`src/rtl/adc_rd_pkg.sv`:
```
package adc_rd_pkg;
  typedef enum logic [1:0] {
    ST_WAIT_HI = 2'd0,
    ST_IDLE    = 2'd1,
    ST_READ    = 2'd2,
    ST_SLEEP   = 2'd3
  } rd_state_t;
endpackage

```
`src/rtl/adc_rd_sync.sv`:
```
module adc_rd_sync #(
  parameter int STAGES = 2
) (
  input  logic clk,
  input  logic rst_n,
  input  logic d,
  output logic q
);
  logic [STAGES-1:0] chain;

  generate
    if (STAGES == 1) begin : g_one
      always_ff @(posedge clk or negedge rst_n)
        if (!rst_n) chain <= 1'b1;
        else        chain <= d;
    end else begin : g_many
      always_ff @(posedge clk or negedge rst_n)
        if (!rst_n) chain <= '1;
        else        chain <= {chain[STAGES-2:0], d};
    end
  endgenerate

  assign q = chain[STAGES-1];
endmodule

```
`src/rtl/adc_rd_sclk.sv`:
```
module adc_rd_sclk #(
  parameter int HALF_CYC   = 13,
  parameter int SAMPLE_DLY = 9,
  parameter int CNT_W      = 5
) (
  input  logic             clk,
  input  logic             rst_n,
  input  logic             start,
  input  logic [CNT_W-1:0] n_pulses,
  output logic             sclk,
  output logic             sample_stb,
  output logic [CNT_W-1:0] pulse_idx,
  output logic             done
);
  localparam int TMR_W = $clog2(HALF_CYC + 1);

  logic             busy;
  logic [TMR_W-1:0] tmr;
  logic [CNT_W-1:0] cnt;

  always_ff @(posedge clk or negedge rst_n) begin
    if (!rst_n) begin
      busy <= 1'b0;
      sclk <= 1'b0;
      tmr  <= '0;
      cnt  <= '0;
      done <= 1'b0;
    end else begin
      done <= 1'b0;
      if (start && !busy) begin
        busy <= 1'b1;
        sclk <= 1'b1;
        tmr  <= '0;
        cnt  <= '0;
      end else if (busy) begin
        if (tmr == TMR_W'(HALF_CYC - 1)) begin
          tmr <= '0;
          if (sclk) begin
            sclk <= 1'b0;
          end else if (cnt == n_pulses - 1'b1) begin
            busy <= 1'b0;
            done <= 1'b1;
            cnt  <= cnt + 1'b1;
          end else begin
            sclk <= 1'b1;
            cnt  <= cnt + 1'b1;
          end
        end else begin
          tmr <= tmr + 1'b1;
        end
      end
    end
  end

  assign sample_stb = busy && sclk && (tmr == TMR_W'(SAMPLE_DLY));
  assign pulse_idx  = cnt;
endmodule

```
`src/rtl/adc_rd_out.sv`:
```
module adc_rd_out #(
  parameter int DATA_W = 20,
  parameter int OUT_W  = 32
) (
  input  logic              clk,
  input  logic              rst_n,
  input  logic              push,
  input  logic [DATA_W-1:0] push_data,
  input  logic              out_ready,
  output logic              out_valid,
  output logic [OUT_W-1:0]  out_data,
  output logic              overrun
);
  localparam int EXT_W = OUT_W - DATA_W;

  always_ff @(posedge clk or negedge rst_n) begin
    if (!rst_n) begin
      out_valid <= 1'b0;
      out_data  <= '0;
      overrun   <= 1'b0;
    end else if (push) begin
      out_valid <= 1'b1;
      out_data  <= {{EXT_W{push_data[DATA_W-1]}}, push_data};
      overrun   <= out_valid && !out_ready;
    end else if (out_valid && out_ready) begin
      out_valid <= 1'b0;
      overrun   <= 1'b0;
    end
  end
endmodule

```
`src/rtl/adc_rdout_ctrl.sv`:
```
module adc_rdout_ctrl #(
  parameter int DATA_W      = 20,
  parameter int OUT_W       = 32,
  parameter int HALF_CYC    = 13,
  parameter int SAMPLE_DLY  = 9,
  parameter int CAL_EXTRA   = 6,
  parameter int DROP_N      = 4,
  parameter int SYNC_STAGES = 2
) (
  input  logic             clk,
  input  logic             rst_n,
  input  logic             line_i,
  output logic             sclk_o,
  input  logic             poll_mode_i,
  input  logic             cal_req_i,
  input  logic             sleep_req_i,
  input  logic             wake_req_i,
  input  logic             input_chg_i,
  output logic             out_valid_o,
  input  logic             out_ready_i,
  output logic [OUT_W-1:0] out_data_o,
  output logic             overrun_o
);
  import adc_rd_pkg::*;

  localparam int CNT_W  = $clog2(DATA_W + CAL_EXTRA + 1);
  localparam int DROP_W = $clog2(DROP_N + 1);
  localparam int GAP_W  = $clog2(HALF_CYC + 1);

  rd_state_t         state;
  logic              line_s;
  logic              cal_pend, sleep_pend, wake_pend;
  logic              cal_act, after_cal, sleep_hi;
  logic [DROP_W-1:0] drop_cnt;
  logic [GAP_W-1:0]  gap;
  logic [CNT_W-1:0]  n_lat;
  logic [DATA_W-1:0] shreg;
  logic              gen_sclk, gen_stb, gen_done, gen_start;
  logic [CNT_W-1:0]  gen_idx;
  logic              deliver, push;

  adc_rd_sync #(.STAGES(SYNC_STAGES)) u_sync (
    .clk(clk), .rst_n(rst_n), .d(line_i), .q(line_s)
  );

  assign gen_start = (state == ST_IDLE) && !line_s && !sleep_pend && (gap == '0);

  adc_rd_sclk #(.HALF_CYC(HALF_CYC), .SAMPLE_DLY(SAMPLE_DLY), .CNT_W(CNT_W)) u_sclk (
    .clk(clk), .rst_n(rst_n), .start(gen_start), .n_pulses(n_lat),
    .sclk(gen_sclk), .sample_stb(gen_stb), .pulse_idx(gen_idx), .done(gen_done)
  );

  // shift in one bit per pulse, MSB first; extra pulses are not captured
  always_ff @(posedge clk or negedge rst_n) begin
    if (!rst_n)                                     shreg <= '0;
    else if (gen_stb && (gen_idx < CNT_W'(DATA_W))) shreg <= {shreg[DATA_W-2:0], line_s};
  end

  assign deliver = after_cal || (drop_cnt == '0);
  assign push    = (state == ST_READ) && gen_done && deliver;

  always_ff @(posedge clk or negedge rst_n) begin
    if (!rst_n) begin
      state      <= ST_WAIT_HI;
      cal_pend   <= 1'b0;
      sleep_pend <= 1'b0;
      wake_pend  <= 1'b0;
      cal_act    <= 1'b0;
      after_cal  <= 1'b0;
      sleep_hi   <= 1'b0;
      drop_cnt   <= '0;
      gap        <= GAP_W'(HALF_CYC);
      n_lat      <= CNT_W'(DATA_W);
    end else begin
      if (gap != '0) gap <= gap - 1'b1;
      case (state)
        ST_WAIT_HI: if (line_s) state <= ST_IDLE;
        ST_IDLE: begin
          if (!line_s && gap == '0) begin
            if (sleep_pend) begin
              sleep_hi   <= 1'b1;
              sleep_pend <= 1'b0;
              wake_pend  <= 1'b0;
              gap        <= GAP_W'(HALF_CYC);
              state      <= ST_SLEEP;
            end else begin
              cal_act  <= cal_pend;
              cal_pend <= 1'b0;
              n_lat    <= cal_pend    ? CNT_W'(DATA_W + CAL_EXTRA) :
                          poll_mode_i ? CNT_W'(DATA_W + 1) : CNT_W'(DATA_W);
              state    <= ST_READ;
            end
          end
        end
        ST_READ: begin
          if (gen_done) begin
            if (deliver) begin
              after_cal <= 1'b0;
              drop_cnt  <= '0;
            end else begin
              drop_cnt  <= drop_cnt - 1'b1;
            end
            if (cal_act) after_cal <= 1'b1;
            state <= ST_WAIT_HI;
          end
        end
        ST_SLEEP: begin
          if (wake_req_i) wake_pend <= 1'b1;
          if (wake_pend && gap == '0) begin
            sleep_hi <= 1'b0;
            gap      <= GAP_W'(HALF_CYC);
            state    <= ST_WAIT_HI;
          end
        end
        default: state <= ST_WAIT_HI;
      endcase
      if (cal_req_i)   cal_pend   <= 1'b1;
      if (sleep_req_i) sleep_pend <= 1'b1;
      if (input_chg_i) begin
        drop_cnt  <= DROP_W'(DROP_N);
        after_cal <= 1'b0;
      end
    end
  end

  assign sclk_o = gen_sclk | sleep_hi;

  adc_rd_out #(.DATA_W(DATA_W), .OUT_W(OUT_W)) u_out (
    .clk(clk), .rst_n(rst_n), .push(push), .push_data(shreg),
    .out_ready(out_ready_i), .out_valid(out_valid_o),
    .out_data(out_data_o), .overrun(overrun_o)
  );
endmodule

```
`config.mk`:
```
export PLATFORM = sky130hd
export DESIGN_NAME = adc_rdout_ctrl
export DESIGN_NICKNAME = d
export VERILOG_FILES = /design/src/rtl/adc_rd_pkg.sv /design/src/rtl/adc_rd_sync.sv /design/src/rtl/adc_rd_sclk.sv /design/src/rtl/adc_rd_out.sv /design/src/rtl/adc_rdout_ctrl.sv
export SDC_FILE = /design/constraint.sdc
export NUM_CORES = 1
export LEC_CHECK = 0
export ABC_AREA = 1
export CAP_MARGIN = 5
export CORE_MARGIN = 8
export CORE_UTILIZATION = 40
export CTS_CLUSTER_SIZE = 30
export DETAILED_ROUTE_END_ITERATION = 16
export PLACE_DENSITY = 0.7
export SLEW_MARGIN = 25
export SYNTH_ARGS = -nofsm -noshare
export SYNTH_HDL_FRONTEND = slang
export SYNTH_SLANG_ARGS = --single-unit
```
`constraint.sdc`:
```
create_clock -name clk -period 1.4 [get_ports clk]
set_input_delay 0.42 -clock clk [delete_from_list [all_inputs] [get_ports clk]]
set_output_delay 0.42 -clock clk [all_outputs]
set_load 0.1 [all_outputs]
```
Word-level counts from Yosys, hierarchy flattened:

Index checks and enable logic that the tools add are counted.

* output and inout port bits: 35
* RAM bits: 0
* memories kept: 0
* ROM bits: 0
* latch bits: 0
* bits in registers: 76
* word-level logic and storage cells: 146
* input port bits: 9

* shift-type cells: 0
* reduce and logical (&&, ||, !) cells: 43
* mux-type cells: 61
* $mul: 0
* div/mod/pow operators: 0
* bitwise logic cells: 2
* equality and inequality tests: 14
* order comparisons: 1
* add/sub/neg operators: 5

Operators with widths (count)
* $mux 1: 37
* $mux 4: 8
* $mux 5: 4
* $reduce_bool 2->1: 10
* $logic_and 1x1->1: 13
* $mux 3: 4
* $reduce_and 3->1: 4
* $reduce_and 4->1: 3
* $ne 2x2->1 const B: 5
* $eq 4x4->1 const B: 2
* $mux 2: 4
* $pmux 2 s4: 1
* $pmux 4 s2: 1
* $ne 2x1->1 const B: 3
* $reduce_and 2->1: 3
* $add 5x1->5 const B: 1
* $eq 5x5->1: 1
* $lt 5x5->1 const B: 1
* $sub 5x1->5 const B: 1
* $add 4x1->4 const B: 1
* $eq 2x2->1 const B: 2
* $logic_not 1->1: 4
* $logic_not 4->1: 1
* $pmux 1 s2: 2
* 10 further kinds: 10

Longest topological paths before layout:

Gate-level depths: netlist of the first run.

* word-level depth: 7
* gate-level depth with buffers: 11
* depth with buffers taken out: 11

By module:

From an unflattened synthesis of the first run, not the netlist that was laid out.

* cell total of the unflattened synthesis: 416
* area total of the unflattened synthesis: 3550.9 µm²

Modules (own cells, without submodules)
* adc_rdout_ctrl: seq. area each 930.9 µm², cells an instance 193, area an instance 1769.2 µm², times used 1
* adc_rd_out: seq. area each 550.5 µm², cells an instance 106, area an instance 935.9 µm², times used 1
* adc_rd_sclk: seq. area each 300.3 µm², cells an instance 115, area an instance 793.3 µm², times used 1
* adc_rd_sync: seq. area each 52.6 µm², cells an instance 2, area an instance 52.6 µm², times used 1

Worst setup path before layout of the first run:

No wires, ideal clock.

* path type: flip-flop to output port
* from: register, netlist name u_out.out_data[19]
* to: output out_data_o[20]
* stages on the path, launching flop included: 2
* data required time: 980 ps
* setup slack: -543 ps
* path buffers: 1
* arrival: 1523 ps
* cells stage by stage: dfrtp_1 -> buf_4

RTL lines
* end: declaration: line adc_rdout_ctrl.sv:21 `output logic [OUT_W-1:0] out_data_o,`

No word-level cell between the ends.

Worst setup path after layout of the first run:

* from: register, netlist name u_out.out_data[19]
* to: output out_data_o[29]

No word-level cell between the ends.

==> impl_summary.log, run 1 <==
[metrics] wire length of the first global-routing pass: around 12000 microns
[metrics] GRT Util Overall: between 10% and 20%
[metrics] total number of nets in the final design: a little over 500
[metrics] number of vias per cell: slightly above 5
[metrics] vias in the first global route: between 2000 and 3000
[metrics] effective utilization at floorplan: between 40% and 50%
[metrics] CP most frequent cell: buf_12
[metrics] Final Hold Vio Count: 0
[metrics] required arrival time at the worst endpoint: around 0.98 ns
[metrics] type of the setup path with the least slack: reg -> out
[metrics] nature of the critical path startpoint: flop
[metrics] WL per Instance: between 15 and 20 microns
[metrics] clock-pin slew of the registers on the worst-case setup and hold paths: 0.09 ns
[metrics] antenna violations before repair: 0
[metrics] number of buffers created by CTS: 9
[metrics] share of the core filled with cells: around two thirds
[metrics] failing checks: setup timing
[metrics] area share of xor/xnor cells in the synthesized design: less than 1%
[metrics] unrepaired setup endpoints after global routing: yes
[metrics] max-slew violations: 0
[metrics] Max VDD drop: about 0.00097 V
[metrics] total of flip-flops plus latches after synthesis: between 70 and 80
[metrics] number of antenna cells inserted: 0
[metrics] Final Routed Wirelength: slightly above 9000 microns
[metrics] number of distinct library cells after synthesis: 30
[metrics] largest fanout on the critical path: 7
[metrics] worst flop-to-flop path endpoint: shreg[4]
[metrics] depth of the CTS H-tree: 3
[metrics] synthesized area per cell: 8.34 sq um
[metrics] post-route clock skew: roughly 0.0074 ns
[metrics] clock net sink count: 73
[metrics] Floorplan Core Area: 8180 sq um
[metrics] ratio of cells with drive above 1 in the final layout: approximately 43%
[metrics] total standard cell area after synthesis: 3370 sq um
[metrics] timing startpoint of the critical path: u_out.out_data[19]
[metrics] library cell occupying the most area in the post-synthesis netlist: dfrtp_1
[metrics] RR Startpoint: u_sclk.tmr[1]
[metrics] number of iterations in the first detailed-routing pass: 4
[metrics] data arrival time of the critical path: 1.18 ns
[metrics] depth of the worst register-to-register path: 9
[metrics] count of pins on the block boundary: 44
[metrics] count of synthesis-stage warnings from yosys: 0
[metrics] post-synthesis share of cell area spent on full adders, half adders and majority gates: 2.97%
[metrics] worst-margin pin slew: 0.584 ns
[metrics] clock tree from TritonCTS: built
[metrics] Final Wtd Congestion: around 0.79
[metrics] run status: finished, violations left
[metrics] area added between synthesis and finish: 60.9%
[metrics] nets in the synthesized netlist: 421
[metrics] Initial DRC Count: between 100 and 150
[metrics] critical path capture point type: primary output
[metrics] class of the tightest hold or removal check: reg -> reg
[metrics] root cell of the clock tree: clkbuf_8
[metrics] Cell Rows: 33
[metrics] Die Wd: 108 microns
[metrics] worst reg-to-reg setup slack: -0.19 ns
[metrics] depth of the critical timing path with buffers and inverters included: 2
[metrics] Synth top area share: between 40 and 50%
[metrics] final setup violation count: 47
[metrics] Antenna Violating Nets Remaining: 0
[metrics] Post-Synthesis Cells: just over 400
[metrics] Compound-Gate Fraction of Synth Area: about 5.0%
[metrics] most area-consuming cells after synthesis: dfrtp_1 50%, nand2_1 17%, nand3_1 5.1%
[metrics] sequential cell area fraction in the yosys report: 54.4%
[metrics] clock network latency to the later pin of the worst-skew pair: 0.35 ns
[metrics] dominant combinational cell family by area after synthesis: simple AND/OR/NAND/NOR gates
[metrics] half-perimeter wire length after detailed placement: about 5000 microns
[metrics] count of input and output buffers: between 40 and 50
[metrics] crit-path leading delay family: flip-flops
[metrics] period utilization: 114%
[metrics] Die Ht: between 100 and 150 microns
[metrics] relative slew slack: about three fifths
[metrics] max frequency: 624 MHz
[metrics] portion of netlist area occupied by mux cells: 0%
[metrics] slowest cell on the critical path: dfrtp_4
[metrics] total power per unit cell area: 1150 nW/um^2
[metrics] Non-Filler Cell Area, Final: between 5000 and 6000 sq um
[metrics] chain of cells forming the critical path: buf_12 > buf_12
[metrics] worst-case setup margin in the final layout: -0.202 ns
[metrics] CP bufs+invs: 2
[metrics] placed cell area: 4400 sq um
[metrics] leakage dissipation: between 2 and 3 nW
[metrics] maximum number of pins on one net before global-route repair: 26
[metrics] reported max-cap violation count: 0
[metrics] critical path capture point: out_data_o[29]
[metrics] Bufs on Longest Clock Path: 2
[metrics] simple-gate share of the synthesized area: 28.1%
[metrics] min Tclk post-route: about 1.6 ns
[metrics] maximum cell stage delay along the critical path: around 0.5 ns
[metrics] overall die area: approximately 12000 sq um
[metrics] total vias in the final route: 3081
[metrics] drc violations: 0
[metrics] gr ovfl total: 0
-- cells by family (layout without fill, tap and decap cells) --
| kind of cell | after synthesis | count (layout) |
|---|---|---|
| AOI/OAI and AO/OA | 29 | 29 |
| xor gates and xnor gates | 3 | 3 |
| adders and majority gates | 8 | 8 |
| buffers and inverters | 62 | 161 |
| DFF | 73 | 73 |
| and+or+nand+nor | 229 | 233 |
-- metal layers --
| metal | up-vias | GRT usage, % | share of wire [%] |
|---|---|---|---|
| li1 | 1456 | - | - |
| met1 | 1501 | 15.9 | 40 |
| met2 | 101 | 21.8 | 53 |
| met3 | 23 | 4.43 | 5.7 |
| met4 | 0 | 4.36 | 2.1 |
| met5 | - | 0 | 0 |
-- cell type report --
| class | count | area (sq um) |
|---|---|---|
| fillers | 593 | 2750 |
| flip-flops and latches | 73 | 1840 |
| multi-input cells | 273 | 1710 |
| repair buffers | 103 | 1400 |
| inverters | 42 | 158 |
| well taps | 105 | 131 |
| clock buffers | 9 | 124 |
| clock inverters | 7 | 63.8 |
-- worst reg2reg max path: cells and delay by family, from the launching register on --
kind / cells / cell delay, ns
fa+ha+maj: 1 / 0.13
buf+inv: 3 / 0.43
simple gates: 5 / 0.54
flops: 1 / 0.40
-- stage by stage --
step                total power [mW]  instances  setup slack [ns]  hold WS [ns]  TNS (ns)
floorplan                       3.41        404           -0.0430         0.124    -0.430
finish                          6.23        612            -0.202         0.378     -6.84
global route                    6.58        612            -0.267         0.392    -10.05
CTS                             5.76        581            -0.219         0.381     -3.16
detailed placement              4.02        556            -0.130         0.365     -1.64
global placement                3.96        556           -0.0781         0.361    -0.578
-- state kept, by name, indices dropped and copies added (netlist names) --
signal            cells
u_sclk.tmr            4
sleep_pend            1
wake_pend             1
state                 2
u_out.out_valid       1
u_out.overrun         1
u_sclk.busy           1
u_sclk.pulse_idx      5
n_lat                 3
sleep_hi              1
shreg                20
u_sclk.done           1
gap                   4
drop_cnt              3
after_cal             1
u_sync.chain          2
u_sclk.sclk           1
u_out.out_data       20
cal_pend              1
-- power breakdown --
| group | internal (mW) | leakage (nW) | switching, mW |
|---|---|---|---|
| Combinational | 0.965 | 1.62 | 1.17 |
| Sequential | 2.35 | 0.964 | 0.157 |
| Clock | 0.680 | 0.0899 | 0.907 |
-- timing repair --
item	4_1_cts	5_1_grt
setup buffers	7	24
hold buffers	1	0
setup endpoints to repair	54	98
endpoints found under the hold margin	10	0
cloned	1	7
pin swaps	9	37
gates resized for setup	27	102
-- placed cells by master (no fill, tap or decap), drive strengths merged --
master,n
nor2,30
clkinvlp,2
dlygate4sd3,1
nand3,35
nand4,2
xor2,2
o21bai,2
buf,92
a21oi,7
nor3,6
nand3b,1
clkbuf,12
o22ai,1
o21ai,17
a21o,1
xnor2,1
nand2,159
inv,45
clkinv,2
o31ai,1
ha,8
clkdlybuf4s50,7
dfstp,6
dfrtp,67
-- synth_stat cells (all sizes together) --
library cell / instances
xor2: 2
buf: 17
xnor2: 1
a21oi: 7
ha: 8
nor3: 6
nor2: 30
o21bai: 2
dfstp: 6
nand3b: 1
a21o: 1
o21ai: 17
nand2: 155
clkbuf: 3
inv: 42
o22ai: 1
dfrtp: 67
nand4: 2
nand3: 35
o31ai: 1
-- worst min path at each step --
stage / from / endpoint / slack [ns] / cells past startpoint
finish: u_sync.chain[0] / u_sync.chain[1] / 0.38 / 0
global route: u_sync.chain[0] / u_sync.chain[1] / 0.39 / 0
CTS: u_sync.chain[0] / u_sync.chain[1] / 0.38 / 0
detailed placement: u_sync.chain[0] / u_sync.chain[1] / 0.36 / 0
global placement: rst_n / after_cal / 0.36 / 1
floorplan: rst_n / after_cal / 0.12 / 0
Note: power is estimated with default switching activity, not from simulation.
==> inputs of run 2 (changes only) <==
--- a/config.mk
+++ b/config.mk
@@ -7,3 +7,3 @@
 export LEC_CHECK = 0
-export ABC_AREA = 1
+export ABC_AREA = 0
 export CAP_MARGIN = 5
==> constraint.sdc (replaced) <==
create_clock -name clk -period 1.4 [get_ports clk]
set_input_delay 0.21 -clock clk [delete_from_list [all_inputs] [get_ports clk]]
set_output_delay 0.21 -clock clk [all_outputs]
set_load 0.1 [all_outputs]
==> run 2 against run 1 <==
Effect of this change: the run still ends with setup timing left; sequential cell count stayed put; synthesized cell count is 33% lower; clock skew is 0.0021 ns higher; largest power group unchanged; wire length is 20% lower; highest routed layer unchanged; largest cell class unchanged; sequential share of layout area is 2.2 points higher; area after synthesis is 0.45% lower; non-clock buffer count is 15 lower.
==> impl_summary.log, run 2 <==
[metrics] met2 track demand over resource: 20.1%
[metrics] Die Wd: between 100 and 150 microns
[metrics] overall die area: around 12000 sq um
[metrics] chain of cells forming the critical path: inv_2 > ha_4 > nor2b_4 > o21ai_4 > clkbuf_16 > mux2_4
[metrics] number of iterations in the first detailed-routing pass: 4
[metrics] share of total power in combinational logic: between 30 and 40%
[metrics] final std cells w/o fill: between 400 and 500
[metrics] gr ovfl total: 0
[metrics] depth of the worst register-to-register path: 6
[metrics] area added between synthesis and finish: 51.7%
[metrics] final setup violation count: 60
[metrics] total vias in the final route: 2295
[metrics] Antenna Violating Nets Remaining: 0
[metrics] count of input and output buffers: 43
[metrics] worst-margin pin slew: 0.372 ns
[metrics] root cell of the clock tree: clkbuf_8
[metrics] reported max-cap violation count: 0
[metrics] crit-path leading delay family: flip-flops
[metrics] CP bufs+invs: 2
[metrics] nets in the synthesized netlist: 288
[metrics] Post-Synthesis Cells: 271
[metrics] Bufs on Longest Clock Path: 2
[metrics] Die Ht: between 100 and 150 microns
[metrics] half-perimeter wire length after detailed placement: approximately 4600 microns
[metrics] hold-critical path depth: 1
[metrics] Max VDD drop: between 0.001 and 0.0015 V
[metrics] Primary FF master, synth: dfrtp_1
[metrics] count of flip-flops with a built-in enable after synthesis: 0
[metrics] Cell Rows: 33
[metrics] worst reg-to-reg setup slack: -0.20 ns
[metrics] clock net sink count: 73
[metrics] slowest cell on the critical path: dfrtp_1
[metrics] max-slew violations: 0
[metrics] busiest layer in global routing: met2
[metrics] synthesized area per cell: 12.4 sq um
[metrics] run status: finished, violations left
[metrics] worst flop-to-flop path endpoint: u_out.out_data[18]
[metrics] Final Routed Wirelength: 7330 microns
[metrics] Synth top area share: about half
[metrics] critical path capture point type: flop
[metrics] max frequency: between 600 and 700 MHz
[metrics] count of synthesis-stage warnings from yosys: 0
[metrics] unrepaired setup endpoints after global routing: yes
[metrics] required arrival time at the worst endpoint: approximately 1.6 ns
[metrics] RR Startpoint: drop_cnt[1]
[metrics] failing checks: setup timing
[metrics] depth of the CTS H-tree: 3
[metrics] Final Hold Vio Count: 0
[metrics] most area-consuming cells after synthesis: dfrtp_1 50%, mux2_2 13%, dfstp_2 4.7%
[metrics] clock tree from TritonCTS: built
[metrics] drc violations: 0
[metrics] leakage dissipation: 2.37 nW
[metrics] total number of nets in the final design: ~370
[metrics] timing startpoint of the critical path: drop_cnt[1]
[metrics] number of distinct library cells after synthesis: 53
[metrics] GRT Util Overall: between 10% and 20%
[metrics] Non-Filler Cell Area, Final: 5090 sq um
[metrics] startpoint of the lowest-slack hold path: line_i
[metrics] maximum cell stage delay along the critical path: about 0.36 ns
[metrics] relative slew slack: between 70% and 80%
[metrics] highest-count cells in the layout ignoring fill and taps: 65 x dfrtp_1, 40 x buf_12, 32 x buf_4, 20 x mux2_2, 20 x mux2_4
[metrics] wire length of the first global-routing pass: between 10000 and 15000 microns
[metrics] sequential cell area fraction in the yosys report: between 50% and 60%
[metrics] ratio of cells with drive above 1 in the final layout: 52.3%
[metrics] total standard cell area after synthesis: around 3400 sq um
[metrics] number of buffers created by CTS: 9
[metrics] NetSw: 2.03 mW
[metrics] largest fanout on the critical path: 6
[metrics] data arrival time of the critical path: 1.83 ns
[metrics] relative contribution of sequential cells to total power: between 30% and 40%
[metrics] nature of the critical path startpoint: flop
[metrics] Placed Cells: 432
[metrics] post-placement worst setup slack: -0.188 ns
[metrics] internal power: 4.43 mW
[metrics] final worst hold slack: about 0.28 ns
[metrics] number of vias per cell: around 5
[metrics] total of flip-flops plus latches after synthesis: 73
[metrics] share of the core filled with cells: around 62%
[metrics] switching portion of total power: around a third
[metrics] end of the worst hold path: u_sync.chain[0]
[metrics] effective utilization at floorplan: approximately two fifths
[metrics] worst-case setup margin in the final layout: -0.203 ns
[metrics] type of the setup path with the least slack: reg -> reg
[metrics] Floorplan Core Area: just over 8000 sq um
[metrics] post-route clock skew: 0.00959 ns
[metrics] ranking of synthesized cells by instance count: 67 x dfrtp_1, 40 x mux2_2, 20 x nand2_1, 15 x buf_4
[metrics] count of pins on the block boundary: 44
[metrics] Final Wtd Congestion: 0.801
[metrics] WL per Instance: ~16 microns
[metrics] period utilization: 114%
[metrics] number of antenna cells inserted: 0
[metrics] most common cell after layout, fill and taps aside: dfrtp_1
[metrics] total power per unit cell area: between 1000 and 1500 nW/um^2
[metrics] met1 demand-to-capacity share in global routing: a little over an eighth
[metrics] Initial DRC Count: 96
[metrics] maximum number of pins on one net before global-route repair: 74
[metrics] library cell occupying the most area in the post-synthesis netlist: dfrtp_1
[metrics] clock network latency to the later pin of the worst-skew pair: about 0.34 ns
[metrics] clock-pin slew of the registers on the worst-case setup and hold paths: ~0.08 ns
[metrics] antenna violations before repair: 0
[metrics] clock share of power: ~27%
[metrics] vias in the first global route: roughly 2400
[metrics] min Tclk post-route: about 1.6 ns
[metrics] Global Route met3 Usage: ~4.0%
[metrics] share of synthesized flip-flops with an asynchronous set or reset: 100%
[metrics] placed cell area: 4550 sq um
[metrics] class of the tightest hold or removal check: in -> reg
[metrics] most repeated cell in the gate-level netlist after synthesis: dfrtp_1
==> run 2: how the worst max path moves through the flow <==
| stage | to | depth (start not counted) |
|---|---|---|
| detailed placement | gap[3] | 5 |
| global placement | gap[3] | 5 |
| finish | u_out.out_data[18] | 6 |
| global route | u_out.out_data[18] | 6 |
| CTS | u_sclk.tmr[3] | 7 |
| floorplan | u_sclk.sclk | 8 |
==> run 2: metal layers <==
layer / up-vias / part of all wire, % / routed length [microns]
met2: 44 / 52 / 3830
li1: 1102 / - / -
met5: - / 0 / 0
met3: 9 / 4.9 / 360
met4: 0 / 1.5 / 107
met1: 1140 / 41 / 3030
==> run 2: timing repair <==
| item | in CTS | in global routing |
|---|---|---|
| endpoints found under the hold margin | 67 | 0 |
| gates resized for setup | 17 | 21 |
| cloned | 0 | 6 |
| pin swaps | 15 | 8 |
| setup buffers | 3 | 1 |
| endpoints found under the setup margin | 62 | 66 |
| hold buffers | 1 | 0 |
==> run 2: cells by family after synthesis <==
| family | share of synthesized area, % |
|---|---|
| buffers and inverters | 6.01 |
| XOR/XNOR | 2.50 |
| AO/OA/AOI/OAI | 8.06 |
| adder cells (fa/ha/maj) | 2.98 |
| AND/OR/NAND/NOR | 11.5 |
| multiplexers | 14.3 |
| flip-flops | 54.7 |
==> run 2: through the flow <==
| stage | power, mW | TNS (ns) |
|---|---|---|
| 6_report | 6.46 | -7.56 |
| 5_1_grt | 6.81 | -10.79 |
| 4_1_cts | 6.32 | -5.57 |
| 3_5_place_dp | 4.40 | -6.69 |
| 3_3_place_gp | 4.34 | -4.91 |
| 2_1_floorplan | 3.66 | -4.06 |
==> run 2: cell type report <==
class | instances | area, sq um
Fill cell | 591 | 3090
Sequential cell | 73 | 1840
Multi-Input combinational cell | 165 | 1600
Timing Repair Buffer | 88 | 1260
Clock buffer | 11 | 131
Tap cell | 105 | 131
Clock inverter | 5 | 80.1
Inverter | 12 | 45.0
==> run 2: power by group through the flow <==
stage                     combinational [mW]  sequential [mW]  clock (mW)
after floorplan                         1.08             2.58           0
after global placement                  1.81             2.53           0
after detailed placement                1.86             2.54           0
after CTS                               2.02             2.50        1.80
after global routing                    2.36             2.54        1.91
final                                   2.18             2.51        1.77
==> inputs of run 3 (changes only) <==
- CORE_UTILIZATION: 40 -> 30
- CTS_CLUSTER_DIAMETER: default -> 30
- PLACE_DENSITY: 0.7 -> 0.57
==> run 3 against run 2 <==
Effect of this change: the run still ends with setup timing left; sequential cell count stayed put; global-route usage is 1.8 points lower; sequential share of layout area is 0.67 points lower; combinational power is 6% higher; critical path depth is 1 higher; first-iteration DRC count is 11% higher; design area is 1.9% higher; final cell count is 10% higher; setup slack better by 0.053 ns; clock power is 6% lower; critical path type unchanged.
==> impl_summary.log, run 3 (synthesis results as in run 2) <==
[metrics] final setup violation count: 52
[metrics] Max VDD drop: ~0.0012 V
[metrics] type of the setup path with the least slack: reg -> reg
[metrics] placed cell area: between 4000 and 5000 sq um
[metrics] startpoint of the lowest-slack hold path: line_i
[metrics] period utilization: 111%
[metrics] leakage dissipation: ~2.4 nW
[metrics] antenna violations before repair: 0
[metrics] max-slew violations: 0
[metrics] Initial DRC Count: 107
[metrics] drc violations: 0
[metrics] post-layout power: roughly 6.5 mW
[metrics] depth of the CTS H-tree: 3
[metrics] clock tree from TritonCTS: built
[metrics] RR Startpoint: n_lat[0]
[metrics] Floorplan Core Area: ~11000 sq um
[metrics] area used by sequential logic in the layout: approximately 1800 sq um
[metrics] clock share of power: between 20% and 30%
[metrics] Die Wd: between 100 and 150 microns
[metrics] critical path capture point type: flop
[metrics] clock-pin slew of the registers on the worst-case setup and hold paths: roughly 0.080 ns
[metrics] Antenna Violating Nets Remaining: 0
[metrics] Final Hold Vio Count: 0
[metrics] relative slew slack: 74.0%
[metrics] post-placement worst setup slack: -0.174 ns
[metrics] clock net sink count: between 70 and 80
[metrics] total number of nets in the final design: about 380
[metrics] maximum number of pins on one net before global-route repair: 74
[metrics] max frequency: between 600 and 700 MHz
[metrics] total power per unit cell area: between 1000 and 1500 nW/um^2
[metrics] total vias in the final route: around 2300
[metrics] worst-case setup margin in the final layout: -0.150 ns
[metrics] overall die area: approximately 15000 sq um
[metrics] gr ovfl total: 0
[metrics] largest fanout on the critical path: 5
[metrics] worst-margin pin slew: ~0.39 ns
[metrics] relative contribution of sequential cells to total power: between 30% and 40%
[metrics] post-route clock skew: 0.0114 ns
[metrics] count of input and output buffers: 43
[metrics] Filler Cell Count: 970
[metrics] WL per Instance: ~14 microns
[metrics] most common cell after layout, fill and taps aside: dfrtp_1
[metrics] Cell Rows: 38
[metrics] timing startpoint of the critical path: n_lat[0]
[metrics] Final Wtd Congestion: 0.794
[metrics] share of total power in combinational logic: a little over a third
[metrics] run status: finished, violations left
[metrics] depth of the worst register-to-register path: 7
[metrics] count of pins on the block boundary: 44
[metrics] number of buffers created by CTS: 9
[metrics] internal power: between 4 and 5 mW
[metrics] vias in the first global route: between 2000 and 2500
[metrics] area added between synthesis and finish: 54.5%
[metrics] final worst hold slack: around 0.26 ns
[metrics] number of antenna cells inserted: 0
[metrics] critical path capture point: u_sclk.sclk
[metrics] class of the tightest hold or removal check: in -> reg
[metrics] root cell of the clock tree: clkbuf_8
[metrics] NetSw: ~2.1 mW
[metrics] number of vias per cell: ~4.6
[metrics] data arrival time of the critical path: about 1.8 ns
[metrics] Bufs on Longest Clock Path: 2
[metrics] worst flop-to-flop path endpoint: u_sclk.sclk
[metrics] unrepaired setup endpoints after global routing: yes
[metrics] ratio of cells with drive above 1 in the final layout: a little over half
[metrics] number of iterations in the first detailed-routing pass: 4
[metrics] reported max-cap violation count: 0
[metrics] required arrival time at the worst endpoint: about 1.6 ns
[metrics] effective utilization at floorplan: a little under a third
[metrics] half-perimeter wire length after detailed placement: about 4700 microns
[metrics] worst reg-to-reg setup slack: -0.15 ns
[metrics] Final Routed Wirelength: roughly 7000 microns
[metrics] GRT Util Overall: 10.0%
[metrics] TNS Setup: -5.54 ns
[metrics] nature of the critical path startpoint: flop
[metrics] clock network latency to the later pin of the worst-skew pair: around 0.36 ns
[metrics] min Tclk post-route: about 1.6 ns
[metrics] area of combinational cells with multiple inputs: ~1600 sq um
[metrics] wire length of the first global-routing pass: 11800 microns
[metrics] Die Ht: between 100 and 150 microns
[metrics] highest-count cells in the layout ignoring fill and taps: 65 x dfrtp_1, 41 x buf_4, 40 x buf_12, 20 x mux2_2, 20 x mux2_4
[metrics] switching portion of total power: 32.2%
[metrics] failing checks: setup timing
[metrics] Non-Filler Cell Area, Final: 5180 sq um
[run 3: timing repair]
action                                  CTS  global route
hold buffers                              1             0
pin swaps                                12             9
gates resized for setup                  20            27
buffers inserted                          8             8
cloned                                    1             3
endpoints found under the hold margin    67             0
endpoints found under the setup margin   66            82
[run 3: power by group through the flow]
| stage | sequential (mW) | combinational [mW] | clock [mW] |
|---|---|---|---|
| 3_3_place_gp | 2.55 | 1.77 | 0 |
| 5_1_grt | 2.55 | 2.48 | 1.80 |
| 3_5_place_dp | 2.56 | 1.81 | 0 |
| 6_report | 2.52 | 2.30 | 1.66 |
| 2_1_floorplan | 2.58 | 1.08 | 0 |
| 4_1_cts | 2.51 | 2.07 | 1.72 |
[run 3: how the worst min path moves through the flow]
stage,depth (start not counted),endpoint,slack [ns]
final,1,u_sync.chain[0],0.26
after global routing,1,u_sync.chain[0],0.26
after CTS,1,u_sync.chain[0],0.24
after detailed placement,2,u_out.overrun,0.27
after global placement,2,u_out.out_data[16],0.27
after floorplan,0,after_cal,-0.09
[run 3: worst max-delay path: stages, from the launching register on]
cell and delay (ns):
dfrtp_1 0.37, inv_2 0.06, ha_4 0.17, nand3b_1 0.16, a311o_1 0.32, a31oi_1 0.14
buf_4 0.15, o31ai_1 0.06
[run 3: metal layers]
layer / wire length, microns / up-vias / part of all wire, % / track usage, %
met5: 0 / - / 0 / 0
met2: 3520 / 47 / 49 / 15.7
met3: 369 / 11 / 5.1 / 3.24
met1: 3220 / 1147 / 45 / 12.5
met4: 99 / 0 / 1.4 / 4.16
li1: - / 1130 / - / -
[run 3: per-stage QoR]
stage / cells / util [%]
after CTS: 498 / 45.8
final: 506 / 47.6
after global placement: 472 / 42.4
after global routing: 506 / 47.6
after detailed placement: 472 / 42.4
after floorplan: 271 / -
[run 3: layout make-up]
class,count,area share [%]
Sequential cell,73,35.4
Timing Repair Buffer,100,26.0
Multi-Input combinational cell,165,30.6
Tap cell,140,3.38
Clock buffer,10,2.46
Inverter,12,0.869
Clock inverter,6,1.30
